`config.mk`:
```
export PLATFORM = sky130hd
export DESIGN_NAME = sram_boot_seq
export DESIGN_NICKNAME = d
export VERILOG_FILES = /design/src/rtl/sram_boot_pkg.sv /design/src/rtl/sram_id_decode.sv /design/src/rtl/sram_wait_timer.sv /design/src/rtl/sram_cmd_enc.sv /design/src/rtl/sram_boot_seq.sv
export SDC_FILE = /design/constraint.sdc
export NUM_CORES = 1
export LEC_CHECK = 0
export CAP_MARGIN = 10
export CORE_UTILIZATION = 53
export CTS_BUF_LIST = sky130_fd_sc_hd__clkbuf_2
export CTS_CLUSTER_SIZE = 12
export DETAILED_ROUTE_END_ITERATION = 8
export PLACE_DENSITY = 0.8
export SYNTH_ARGS = -nofsm -noshare
export SYNTH_HDL_FRONTEND = slang
export SYNTH_HIERARCHICAL = 1
export SYNTH_SLANG_ARGS = --single-unit
```
`constraint.sdc`:
```
create_clock -name clk_i -period 3.2 [get_ports clk_i]
set_input_delay 0.32 -clock clk_i [delete_from_list [all_inputs] [get_ports clk_i]]
set_output_delay 0.32 -clock clk_i [all_outputs]
set_load 0.1 [all_outputs]
```
`src/rtl/sram_boot_pkg.sv`:
```
`timescale 1ns/1ps
package sram_boot_pkg;
  localparam logic [7:0] OP_QUAD_EXIT  = 8'hF5;
  localparam logic [7:0] OP_READ_ID    = 8'h9F;
  localparam logic [7:0] OP_RST_ENABLE = 8'h66;
  localparam logic [7:0] OP_RST_DO     = 8'h99;
  localparam logic [7:0] OP_QUAD_ENTER = 8'h35;
  localparam logic [7:0] OP_NONE       = 8'h00;

  localparam logic [7:0] GOOD_DIE      = 8'h5D;
  localparam logic [7:0] EID_TRIAL64   = 8'h26;
  localparam logic [7:0] EID_LEGACY32  = 8'h20;
  localparam int unsigned ID_W         = 24;

  typedef enum logic [1:0] {
    SZ_16M = 2'd0,
    SZ_32M = 2'd1,
    SZ_64M = 2'd2,
    SZ_UNK = 2'd3
  } size_e;

  typedef enum logic [3:0] {
    ST_IDLE, ST_EXIT, ST_GAP, ST_ID, ST_CHECK,
    ST_RSTEN, ST_RST, ST_WAIT, ST_QEN, ST_DONE, ST_FAIL
  } state_e;
endpackage

```
`src/rtl/sram_id_decode.sv`:
```
`timescale 1ns/1ps
module sram_id_decode
  import sram_boot_pkg::*;
(
  input  logic [ID_W-1:0] id_i,
  output logic            ok_o,
  output size_e           size_o,
  output logic            legacy_o
);
  logic [7:0] eid;
  logic [2:0] code;

  assign eid      = id_i[23:16];
  assign code     = eid[7:5];
  assign ok_o     = (id_i[15:8] == GOOD_DIE);
  assign legacy_o = (eid == EID_LEGACY32);

  // trial 64 Mbit part carries a 32 Mbit code, so it takes priority
  always_comb begin
    if (code == 3'd2 || eid == EID_TRIAL64) size_o = SZ_64M;
    else if (code == 3'd1)                 size_o = SZ_32M;
    else if (code == 3'd0)                 size_o = SZ_16M;
    else                                   size_o = SZ_UNK;
  end
endmodule

```
`src/rtl/sram_wait_timer.sv`:
```
`timescale 1ns/1ps
module sram_wait_timer #(
  parameter int unsigned W = 8
) (
  input  logic         clk_i,
  input  logic         rst_ni,
  input  logic         load_i,
  input  logic [W-1:0] load_val_i,
  output logic         zero_o
);
  logic [W-1:0] cnt_q;

  always_ff @(posedge clk_i or negedge rst_ni) begin
    if (!rst_ni)             cnt_q <= '0;
    else if (load_i)         cnt_q <= load_val_i;
    else if (cnt_q != '0)    cnt_q <= cnt_q - 1'b1;
  end

  assign zero_o = (cnt_q == '0);
endmodule

```
`src/rtl/sram_cmd_enc.sv`:
```
`timescale 1ns/1ps
module sram_cmd_enc
  import sram_boot_pkg::*;
#(
  parameter int unsigned LEN_W = 6
) (
  input  state_e           state_i,
  output logic             valid_o,
  output logic [7:0]       op_o,
  output logic             quad_o,
  output logic [LEN_W-1:0] addr_bits_o,
  output logic [LEN_W-1:0] rx_bits_o
);
  always_comb begin
    valid_o     = 1'b1;
    quad_o      = 1'b0;
    addr_bits_o = '0;
    rx_bits_o   = '0;
    unique case (state_i)
      ST_EXIT: begin
        op_o   = OP_QUAD_EXIT;
        quad_o = 1'b1;
      end
      ST_ID: begin
        op_o        = OP_READ_ID;
        addr_bits_o = LEN_W'(ID_W);
        rx_bits_o   = LEN_W'(ID_W);
      end
      ST_RSTEN: op_o = OP_RST_ENABLE;
      ST_RST:   op_o = OP_RST_DO;
      ST_QEN:   op_o = OP_QUAD_ENTER;
      default: begin
        op_o    = OP_NONE;
        valid_o = 1'b0;
      end
    endcase
  end
endmodule

```
`src/rtl/sram_boot_seq.sv`:
```
`timescale 1ns/1ps
module sram_boot_seq
  import sram_boot_pkg::*;
#(
  parameter int unsigned RST_WAIT_CYC = 200,
  parameter int unsigned ID_RETRIES   = 1,
  parameter int unsigned LEN_W        = 6
) (
  input  logic             clk_i,
  input  logic             rst_ni,
  output logic             cmd_valid_o,
  output logic [7:0]       cmd_op_o,
  output logic             cmd_quad_o,
  output logic [LEN_W-1:0] cmd_addr_bits_o,
  output logic [LEN_W-1:0] cmd_rx_bits_o,
  output logic             clk_tail_o,
  input  logic             cmd_done_i,
  input  logic [23:0]      rsp_data_i,
  output logic             done_o,
  output logic             fail_o,
  output logic [1:0]       size_o,
  output logic             cache_tail_o
);
  localparam int unsigned WAIT_W = (RST_WAIT_CYC < 2) ? 1 : $clog2(RST_WAIT_CYC + 1);
  localparam int unsigned TRY_W  = (ID_RETRIES < 1) ? 1 : $clog2(ID_RETRIES + 1);
  localparam logic [WAIT_W-1:0] WAIT_LOAD = WAIT_W'(RST_WAIT_CYC - 1);

  state_e            state_q, state_d, ret_q, ret_d;
  logic [ID_W-1:0]   id_q;
  logic [TRY_W-1:0]  tries_q;
  logic              probe_q, legacy_q;
  size_e             size_q;
  logic              id_ok, id_legacy, wait_zero, wait_load, accept;
  size_e             id_size;

  sram_cmd_enc #(.LEN_W(LEN_W)) u_enc (
    .state_i     (state_q),
    .valid_o     (cmd_valid_o),
    .op_o        (cmd_op_o),
    .quad_o      (cmd_quad_o),
    .addr_bits_o (cmd_addr_bits_o),
    .rx_bits_o   (cmd_rx_bits_o)
  );

  sram_id_decode u_dec (
    .id_i     (id_q),
    .ok_o     (id_ok),
    .size_o   (id_size),
    .legacy_o (id_legacy)
  );

  assign accept    = cmd_valid_o && cmd_done_i;
  assign wait_load = (state_q == ST_RST) && cmd_done_i;

  sram_wait_timer #(.W(WAIT_W)) u_wait (
    .clk_i      (clk_i),
    .rst_ni     (rst_ni),
    .load_i     (wait_load),
    .load_val_i (WAIT_LOAD),
    .zero_o     (wait_zero)
  );

  always_comb begin
    state_d = state_q;
    ret_d   = ret_q;
    unique case (state_q)
      ST_IDLE:  state_d = ST_EXIT;
      ST_EXIT:  if (accept) begin state_d = ST_GAP; ret_d = ST_ID; end
      ST_GAP:   state_d = ret_q;
      ST_ID:    if (accept) state_d = ST_CHECK;
      ST_CHECK: begin
        if (id_ok)                                state_d = ST_RSTEN;
        else if (tries_q < TRY_W'(ID_RETRIES))   state_d = ST_ID;
        else                                      state_d = ST_FAIL;
      end
      ST_RSTEN: if (accept) begin state_d = ST_GAP; ret_d = ST_RST; end
      ST_RST:   if (accept) state_d = ST_WAIT;
      ST_WAIT:  if (wait_zero) state_d = ST_QEN;
      ST_QEN:   if (accept) state_d = ST_DONE;
      default:  state_d = state_q;
    endcase
  end

  always_ff @(posedge clk_i or negedge rst_ni) begin
    if (!rst_ni) begin
      state_q  <= ST_IDLE;
      ret_q    <= ST_IDLE;
      id_q     <= '0;
      tries_q  <= '0;
      probe_q  <= 1'b1;
      legacy_q <= 1'b0;
      size_q   <= SZ_UNK;
    end else begin
      state_q <= state_d;
      ret_q   <= ret_d;
      if (state_q == ST_ID && accept) id_q <= rsp_data_i;
      if (state_q == ST_CHECK) begin
        if (id_ok) begin
          probe_q  <= 1'b0;
          legacy_q <= id_legacy;
          size_q   <= id_size;
        end else begin
          tries_q <= tries_q + 1'b1;
        end
      end
    end
  end

  assign done_o       = (state_q == ST_DONE);
  assign fail_o       = (state_q == ST_FAIL);
  assign size_o       = size_q;
  assign cache_tail_o = legacy_q;
  assign clk_tail_o   = (done_o || fail_o) ? 1'b0 : (probe_q || legacy_q);
endmodule

```
==> results of run 1 <==
-- power breakdown --
part | internal [mW] | leakage, nW | switching [mW]
combinational | 0.520 | 0.677 | 1.12
clock | 0.134 | 0.0430 | 0.162
sequential | 0.615 | 0.453 | 0.145
total | 1.27 | 1.17 | 1.43
-- final timing paths --
check                                             from                      to  slack (ns)  depth (start not counted)
min in group clk_i                ret_q[1]$_DFFE_PN0P_    ret_q[1]$_DFFE_PN0P_        0.49                          1
max                        u_wait/cnt_q[0]$_DFFE_PN0P_  state_q[3]$_DFFE_PN0P_        0.62                          8
max in group asynchronous                       rst_ni   size_o[0]$_DFFE_PN1P_        1.95                          2
max reg2reg                u_wait/cnt_q[0]$_DFFE_PN0P_  state_q[3]$_DFFE_PN0P_        0.62                          8
min reg2reg                       ret_q[1]$_DFFE_PN0P_    ret_q[1]$_DFFE_PN0P_        0.49                          1
min                                             rst_ni    id_q[17]$_DFFE_PN0P_        0.41                          1
-- flip-flops by register name, summed over array words and instances (netlist names) --
signal        flops
size_o            2
cache_tail_o      1
u_wait/cnt_q      8
ret_q             3
probe_q           1
id_q             16
tries_q           1
state_q           4
-- metrics by stage --
step                std cells  area, sq um
floorplan                 230         2330
global placement          300         2590
detailed placement        300         2590
CTS                       308         2650
global route              308         2650
finish                    308         2650
-- worst register-to-register path, stage by stage, from the launching register on --
cell     delay [ns]
dfrtp_1        0.47
inv_1          0.10
ha_1           0.22
or3b_1         0.48
nor2_1         0.35
nand2_1        0.16
mux2_1         0.32
o221a_1        0.21
o32a_1         0.17
-- placed cells by master, fill, tap and decap left out, types with 2 or more instances in the layout --
cell             instances
conb_1                  16
mux2_2                   7
dfrtp_1                 32
a21oi_1                  6
mux2_4                  13
dfstp_2                  3
nor4_4                   3
buf_4                   24
nor4_1                   4
a31oi_1                  2
nand4bb_1                2
and3_1                   2
nand2_1                 18
o211ai_1                 3
inv_1                    6
xnor2_1                  5
clkbuf_2                 6
o21ai_0                  7
o31ai_1                  4
or4b_4                   2
nand2b_1                 3
nand3_1                  8
o311ai_0                 2
clkdlybuf4s50_1         21
or3b_1                   3
o32a_1                   2
nor3_1                   6
or4_1                    2
nor2_1                  14
-- area by class of cell --
class	count	area, sq um	share of cell area, %
clock buffers	6	30.0	1.13
multi-input cells	162	1200	45.3
clock inverters	2	35.0	1.32
repair buffers	45	390	14.7
well taps	50	62.6	2.36
flip-flops and latches	36	906	34.1
inverters	7	28.8	1.08
-- per-layer routing --
| layer | GRT usage [%] | wire, um | share of wire [%] | vias to the layer above |
|---|---|---|---|---|
| li1 | - | - | - | 855 |
| met1 | 25.5 | 1860 | 44 | 829 |
| met2 | 35.6 | 2060 | 49 | 67 |
| met3 | 5.82 | 253 | 6.0 | 7 |
| met4 | 10.1 | 65 | 1.5 | 0 |
| met5 | 0 | 0 | 0 | - |
==> flow_summary.ini, run 1 <==
[sta]
maxSlewViolCount = 0
slew_headroom_pct = 34.4
worstMarginPinSlew_ns = 0.981
hold_violations = 0
rsz0062_at_grt = no
final.min_clock_period_ns = 2.58
fmax_ghz = 0.387
setup_viol = 0
timing.hold.ws_ns = 0.415
final.setup_skew_ns = 0.0239
setup_tns_ns = 0
layout_setup_ws_ns = 0.618
period_share_pct = 80.7

[routing]
detail_route.wl_per_cell_um = 13.8
drt_wl_total_um = 4240
routed_via_density = 5.71
drc_errors = 0
dr.pass1.iters = 4
antenna_left = 0
drtIter0Drc = 174
via_count = 1758

[cells_and_area]
nets = 285
diodes = 0
area_growth_pct = 18.1
fill_cells = 326
final_core_util_pct = 65.9
layout-drive-gt1-share_pct = 25.6

[cts]
clk_pin_slew_ns = 0.20
post_cts_resized = 0
clockRootBuffer = clkbuf_2
cts.sink_count = 36
cts_buffers = 5
h-tree-depth = 2
cts_tree = done
clockBufferDepth = 2
cts_setup_buffers = 0
cts_hold_buf = 0
clock_latency_ns = 0.41

[die]
die_height_um = 67.1
start_util_pct = 55.8
die_area_sq_um = 4500
row_count = 23
die_x_um = 67.1
fp.coreArea_sq_um = 4030
ios = 55

[critical_path]
cp-end-kind = register
cp.required_ns = 3.53
crit_chain = inv_1 -> ha_1 -> or3b_1 -> nor2_1 -> nand2_1 -> mux2_1 -> o221a_1 -> o32a_1
worst-path-buf-inv = 1
crit_arrival_ns = 2.91
crit_fanout = 7
slowest_stage = or3b_1
critPathMaxStageDelay_ns = 0.48
startpoint_type = register
critPathTopFamily = simple AND/OR/NAND/NOR gates
path_class = reg -> reg

[placement]
dp_slack_ns = 0.676
hpwlAfterDp_um = 2960
routabilityCongestion = 0.845
port_buffers = 38

[global_route]
grt_pass1_vias = 1629
track_usage_pct = 21.4
grt_start_max_net_pins = 29
overflow = 0
grt_pass1_wl_um = 7100
antenna_found_initial = 0

[min_path]
min_path_type = in -> async

[synth]
netlist_area_sq_um = 2250
avgSynthCellArea_sq_um = 10.4
syn_inst = 217
ys_warn_count = 6

[power_and_ir_drop]
max-vdd-ir-drop_uv = 511
report.power.total_mw = 2.70
p_leak_nw = 1.17
power_density_nw_per_um2 = 1020

[flow_run]
max_cap_violations = 0

[outcome]
status = finished clean
(Power assumes the default switching activity.)
==> inputs of run 2 (changes only) <==
--- a/config.mk
+++ b/config.mk
@@ -6,11 +6,11 @@
 export NUM_CORES = 1
 export LEC_CHECK = 0
 export CAP_MARGIN = 10
-export CORE_UTILIZATION = 53
+export CORE_UTILIZATION = 48
 export CTS_BUF_LIST = sky130_fd_sc_hd__clkbuf_2
 export CTS_CLUSTER_SIZE = 12
 export DETAILED_ROUTE_END_ITERATION = 8
-export PLACE_DENSITY = 0.8
+export PLACE_DENSITY = 0.76
 export SYNTH_ARGS = -nofsm -noshare
 export SYNTH_HDL_FRONTEND = slang
 export SYNTH_HIERARCHICAL = 1
==> constraint.sdc (replaced) <==
create_clock -name clk_i -period 2.14 [get_ports clk_i]
set_input_delay 0.214 -clock clk_i [delete_from_list [all_inputs] [get_ports clk_i]]
set_output_delay 0.214 -clock clk_i [all_outputs]
set_load 0.1 [all_outputs]
==> flow_summary.ini, run 2 (synthesis gave the netlist of run 1 again) <==
[routing]
antenna_left = 0
routed_via_density = 5.54
drt_wl_total_um = 5110
drc_errors = 0
detail_route.wl_per_cell_um = 14.9
dr.pass1.iters = 4
via_count = 1894
drtIter0Drc = 100

[cells_and_area]
largest_reg_flops = 16
register_area_sq_um = 906
multiInputGateArea_sq_um = 1290
diodes = 0
layout-drive-gt1-share_pct = 39.0
final_common_cell = buf_4
top_register = id_q
fill_cells = 296
area_growth_pct = 44.4
nets = 317
final_core_util_pct = 73.5
layout_common_cells = buf_4, dfrtp_1, buf_12
largestRegisters = id_q x16, u_wait/cnt_q x8, state_q x4

[sta]
layout_setup_ws_ns = -0.0877
worstMarginPinSlew_ns = 0.505
final.setup_skew_ns = 0.0366
setup_viol = 18
period_share_pct = 104
slew_headroom_pct = 66.0
timing.hold.ws_ns = 0.193
hold_violations = 0
final.min_clock_period_ns = 2.23
fmax_ghz = 0.449
rsz0062_at_grt = yes
maxSlewViolCount = 0

[critical_path]
r2r_slack_ns = -0.09
path_class = reg -> reg
startpoint_type = register
crit_fanout = 8
r2r.worst_path.cells = 8
crit_arrival_ns = 2.50
cp-end-kind = register
cp.required_ns = 2.41

[global_route]
grt_pass1_vias = 1884
grt_start_max_net_pins = 37
track_usage_pct = 22.1
overflow = 0
antenna_found_initial = 0
grt_pass1_wl_um = 8600

[power_and_ir_drop]
power_density_nw_per_um2 = 1490
combinationalPowerShare_pct = 70.7
p_sw_mw = 2.35
clkPwrFrac_pct = 6.4
seq_power_share_pct = 22.9
swShare_pct = 48.8
p_leak_nw = 1.43
max-vdd-ir-drop_uv = 948
report.power.total_mw = 4.82
p_int_mw = 2.47

[cts]
clk_pin_slew_ns = 0.20
h-tree-depth = 2
cts_buffers = 5
clockRootBuffer = clkbuf_2
cts.sink_count = 36
cts_tree = done
clock_latency_ns = 0.40
clockBufferDepth = 2

[die]
die_height_um = 70.4
start_util_pct = 50.9
ios = 55
die_x_um = 70.4
fp.coreArea_sq_um = 4410
die_area_sq_um = 4960
row_count = 24

[flow_run]
max_cap_violations = 0

[placement]
hpwlAfterDp_um = 3440
port_buffers = 38
dp_slack_ns = -0.0325
routabilityCongestion = 0.866

[outcome]
status = complete, but fails checks
violations = setup timing

[min_path]
min_path_type = in -> async
run 2: cell types whose count changed in the layout (fill, tap and decap cells not counted), sizes merged:
cell,delta
buf,+33
bufbuf,+1
bufinv,-1
clkbuf,+2
clkdlybuf4s50,-3
run 2: layout make-up:
class | instances | share of cell area (%)
Multi-Input combinational cell | 162 | 39.7
Timing Repair Buffer | 77 | 28.3
Sequential cell | 36 | 27.9
Tap cell | 52 | 2.00
Clock buffer | 7 | 1.08
Inverter | 7 | 0.887
Clock inverter | 1 | 0.116
run 2: critical path, cell delays in order (launching register included):
cell and delay [ns]:
dfrtp_1 0.42, or4b_4 0.53, o211ai_1 0.12, nand2_1 0.09, buf_6 0.15, nor4_4 0.16
buf_4 0.17, clkbuf_16 0.15, mux2_4 0.30
run 2: power by group through the flow:
stage / sequential [mW] / combinational, mW / clock [mW]
6_report: 1.11 / 3.41 / 0.308
5_1_grt: 1.14 / 3.59 / 0.348
4_1_cts: 1.10 / 3.29 / 0.318
3_5_place_dp: 1.11 / 3.07 / 0
3_3_place_gp: 1.09 / 3.02 / 0
2_1_floorplan: 1.12 / 2.14 / 0
run 2: final timing paths:
kind	from	to
worst max-delay path	state_q[0]$_DFFE_PN0P_	id_q[22]$_DFFE_PN0P_
worst min-delay path	rst_ni	id_q[17]$_DFFE_PN0P_
worst max register to register	state_q[0]$_DFFE_PN0P_	id_q[22]$_DFFE_PN0P_
worst min register to register	probe_q$_DFFE_PN1P_	probe_q$_DFFE_PN1P_
max in group asynchronous	rst_ni	size_o[0]$_DFFE_PN1P_
min in group clk_i	rsp_data_i[17]	id_q[17]$_DFFE_PN0P_
run 2: routing by layer:
metal / track usage, % / up-vias / share of wire [%]
met5: 0 / - / 0
met4: 6.67 / 0 / 1.3
met3: 4.76 / 6 / 4.2
met2: 39.8 / 59 / 54
met1: 26.1 / 921 / 40
li1: - / 908 / -
run 2: repair_timing:
action / 4_1_cts / 5_1_grt
hold buffers: 0 / 0
setup endpoints to repair: 27 / 34
pin swaps: 2 / 8
resized for setup: 10 / 19
setup buffers: 9 / 2
gates cloned: 2 / 0
run 2: stage by stage:
stage	area (sq um)	cells	setup TNS (ns)
after global placement	2970	321	0
after global routing	3250	342	-3.40
final	3250	342	-1.21
after floorplan	2360	230	-34.61
after detailed placement	2970	321	-0.0961
after CTS	3170	340	-1.25
==> inputs of run 3 (changes only) <==
--- a/config.mk
+++ b/config.mk
@@ -10,6 +10,7 @@
 export CTS_BUF_LIST = sky130_fd_sc_hd__clkbuf_2
 export CTS_CLUSTER_SIZE = 12
 export DETAILED_ROUTE_END_ITERATION = 8
+export GPL_TIMING_DRIVEN = 0
 export PLACE_DENSITY = 0.76
 export SYNTH_ARGS = -nofsm -noshare
 export SYNTH_HDL_FRONTEND = slang
==> flow_summary.ini, run 3 (synthesis gave the netlist of run 1 again) <==
[cells_and_area]
final_common_cell = buf_4
fill_cells = 325
nets = 335
stdcell_count = 360
layout-drive-gt1-share_pct = 40.9
layout_common_cells = buf_4, dfrtp_1, nand2_1, mux2_4, clkdlybuf4s50_1
area_growth_pct = 43.7
largest_reg_flops = 16
diodes = 0
largestRegisters = id_q x16, u_wait/cnt_q x8, state_q x4
top_register = id_q

[power_and_ir_drop]
clkPwrFrac_pct = 7.2
power_density_nw_per_um2 = 1470
report.power.total_mw = 4.75
p_leak_nw = 1.47
swShare_pct = 50.0
p_int_mw = 2.38
combinationalPowerShare_pct = 68.6
p_sw_mw = 2.38
max-vdd-ir-drop_uv = 749
seq_power_share_pct = 24.2

[critical_path]
cp-end-kind = register
critPathMostFrequentCell = buf_6
startpoint_type = register
critPathMaxStageDelay_ns = 0.48
cp.required_ns = 2.44
slowest_stage = or4b_4
worst-path-buf-inv = 3
crit_arrival_ns = 2.78
crit_chain = buf_6 -> or4b_4 -> o211ai_1 -> nand2_2 -> nor4_4 -> buf_4 -> buf_6 -> mux2_4
path_class = reg -> reg
crit_fanout = 5
critPathTopFamily = simple AND/OR/NAND/NOR gates

[global_route]
antenna_found_initial = 0
overflow = 0
track_usage_pct = 21.3
grt_pass1_vias = 1792
grt_pass1_wl_um = 8450
grt_start_max_net_pins = 37

[cts]
cts.sink_count = 36
clk_pin_slew_ns = 0.22
clockRootBuffer = clkbuf_2
cts_tree = done
clock_latency_ns = 0.41
h-tree-depth = 2
cts_buffers = 5
clockBufferDepth = 2

[sta]
slew_headroom_pct = 36.9
final.setup_skew_ns = 0.0209
maxSlewViolCount = 0
hold_violations = 0
setup_viol = 26
fmax_ghz = 0.403
final.min_clock_period_ns = 2.48
layout_setup_ws_ns = -0.340
rsz0062_at_grt = yes
period_share_pct = 116
worstMarginPinSlew_ns = 0.950

[routing]
dr.pass1.iters = 4
drtIter0Drc = 105
detail_route.wl_per_cell_um = 14.7
via_count = 1935
drc_errors = 0
antenna_left = 0
routed_via_density = 5.38
drt_wl_total_um = 5290

[outcome]
status = complete, but fails checks
violations = setup timing

[die]
row_count = 24
die_area_sq_um = 4960
ios = 55
die_height_um = 70.4
die_x_um = 70.4
fp.coreArea_sq_um = 4410
start_util_pct = 50.9

[placement]
dp_cells = 320
routabilityCongestion = 0.877
port_buffers = 38
hpwlAfterDp_um = 3290

[min_path]
min_path_type = in -> async

[flow_run]
max_cap_violations = 0
run 3: cell types whose count changed in the layout (fill, tap and decap cells not counted), sizes merged:
cell / delta
dlygate4sd2: +3
clkdlybuf4s50: -1
clkbuf: +2
dlygate4sd3: +1
buf: +11
bufbuf: -1
inv: -1
clkinvlp: +3
dlygate4sd1: +1
run 3: final cells by class:
class	count	area [sq um]	share of cell area (%)
multi-input combinational	162	1250	38.9
sequential	36	908	28.1
timing repair buffer	72	694	21.5
buffer	23	224	6.94
tap	52	65.1	2.02
inverter	7	32.5	1.01
clock buffer	5	25.0	0.775
clock inverter	3	23.8	0.736
run 3: routing by layer:
metal,vias to the layer above,GRT usage [%],wire (um)
met5,-,0,0
met4,0,5.78,72
met3,12,4.76,283
met2,72,35.2,2660
met1,903,27.9,2280
li1,948,-,-
run 3: power by group through the flow:
stage	Clock, mW	Combinational, mW	Sequential [mW]
after floorplan	0	2.14	1.12
after detailed placement	0	2.58	1.19
after global routing	0.377	3.43	1.19
final	0.344	3.26	1.15
after CTS	0.345	2.85	1.16
after global placement	0	2.54	1.18
run 3: through the flow:
step	hold slack, ns	TNS [ns]	utilization (%)	area (sq um)	setup slack (ns)
2_1_floorplan	-0.0816	-34.61	-	2360	-1.46
3_3_place_gp	0.456	-12.49	63.5	2800	-0.532
3_5_place_dp	0.336	-13.63	63.4	2800	-0.553
4_1_cts	0.385	-5.32	67.8	2990	-0.316
5_1_grt	0.360	-7.48	73.1	3230	-0.391
6_report	0.386	-6.06	73.1	3230	-0.340
run 3: worst paths after layout:
kind,to,cells after the start,from,slack (ns)
hold / removal,cache_tail_o$_DFFE_PN0P_,2,rst_ni,0.39
setup / recovery,id_q[19]$_DFFE_PN0P_,8,state_q[1]$_DFFE_PN0P_,-0.34
setup reg to reg,id_q[19]$_DFFE_PN0P_,8,state_q[1]$_DFFE_PN0P_,-0.34
hold reg to reg,ret_q[1]$_DFFE_PN0P_,1,ret_q[1]$_DFFE_PN0P_,0.50
min in group clk_i,id_q[11]$_DFFE_PN0P_,2,rsp_data_i[11],0.39
max in group asynchronous,state_q[2]$_DFFE_PN0P_,2,rst_ni,1.21
run 3: what timing repair did:
item	4_1_cts	5_1_grt
setup buffers	11	21
gates resized for setup	125	41
cloned	1	0
endpoints found under the setup margin	44	38
hold endpoints to repair	33	0
pin swaps	2	8
hold buffers	1	0
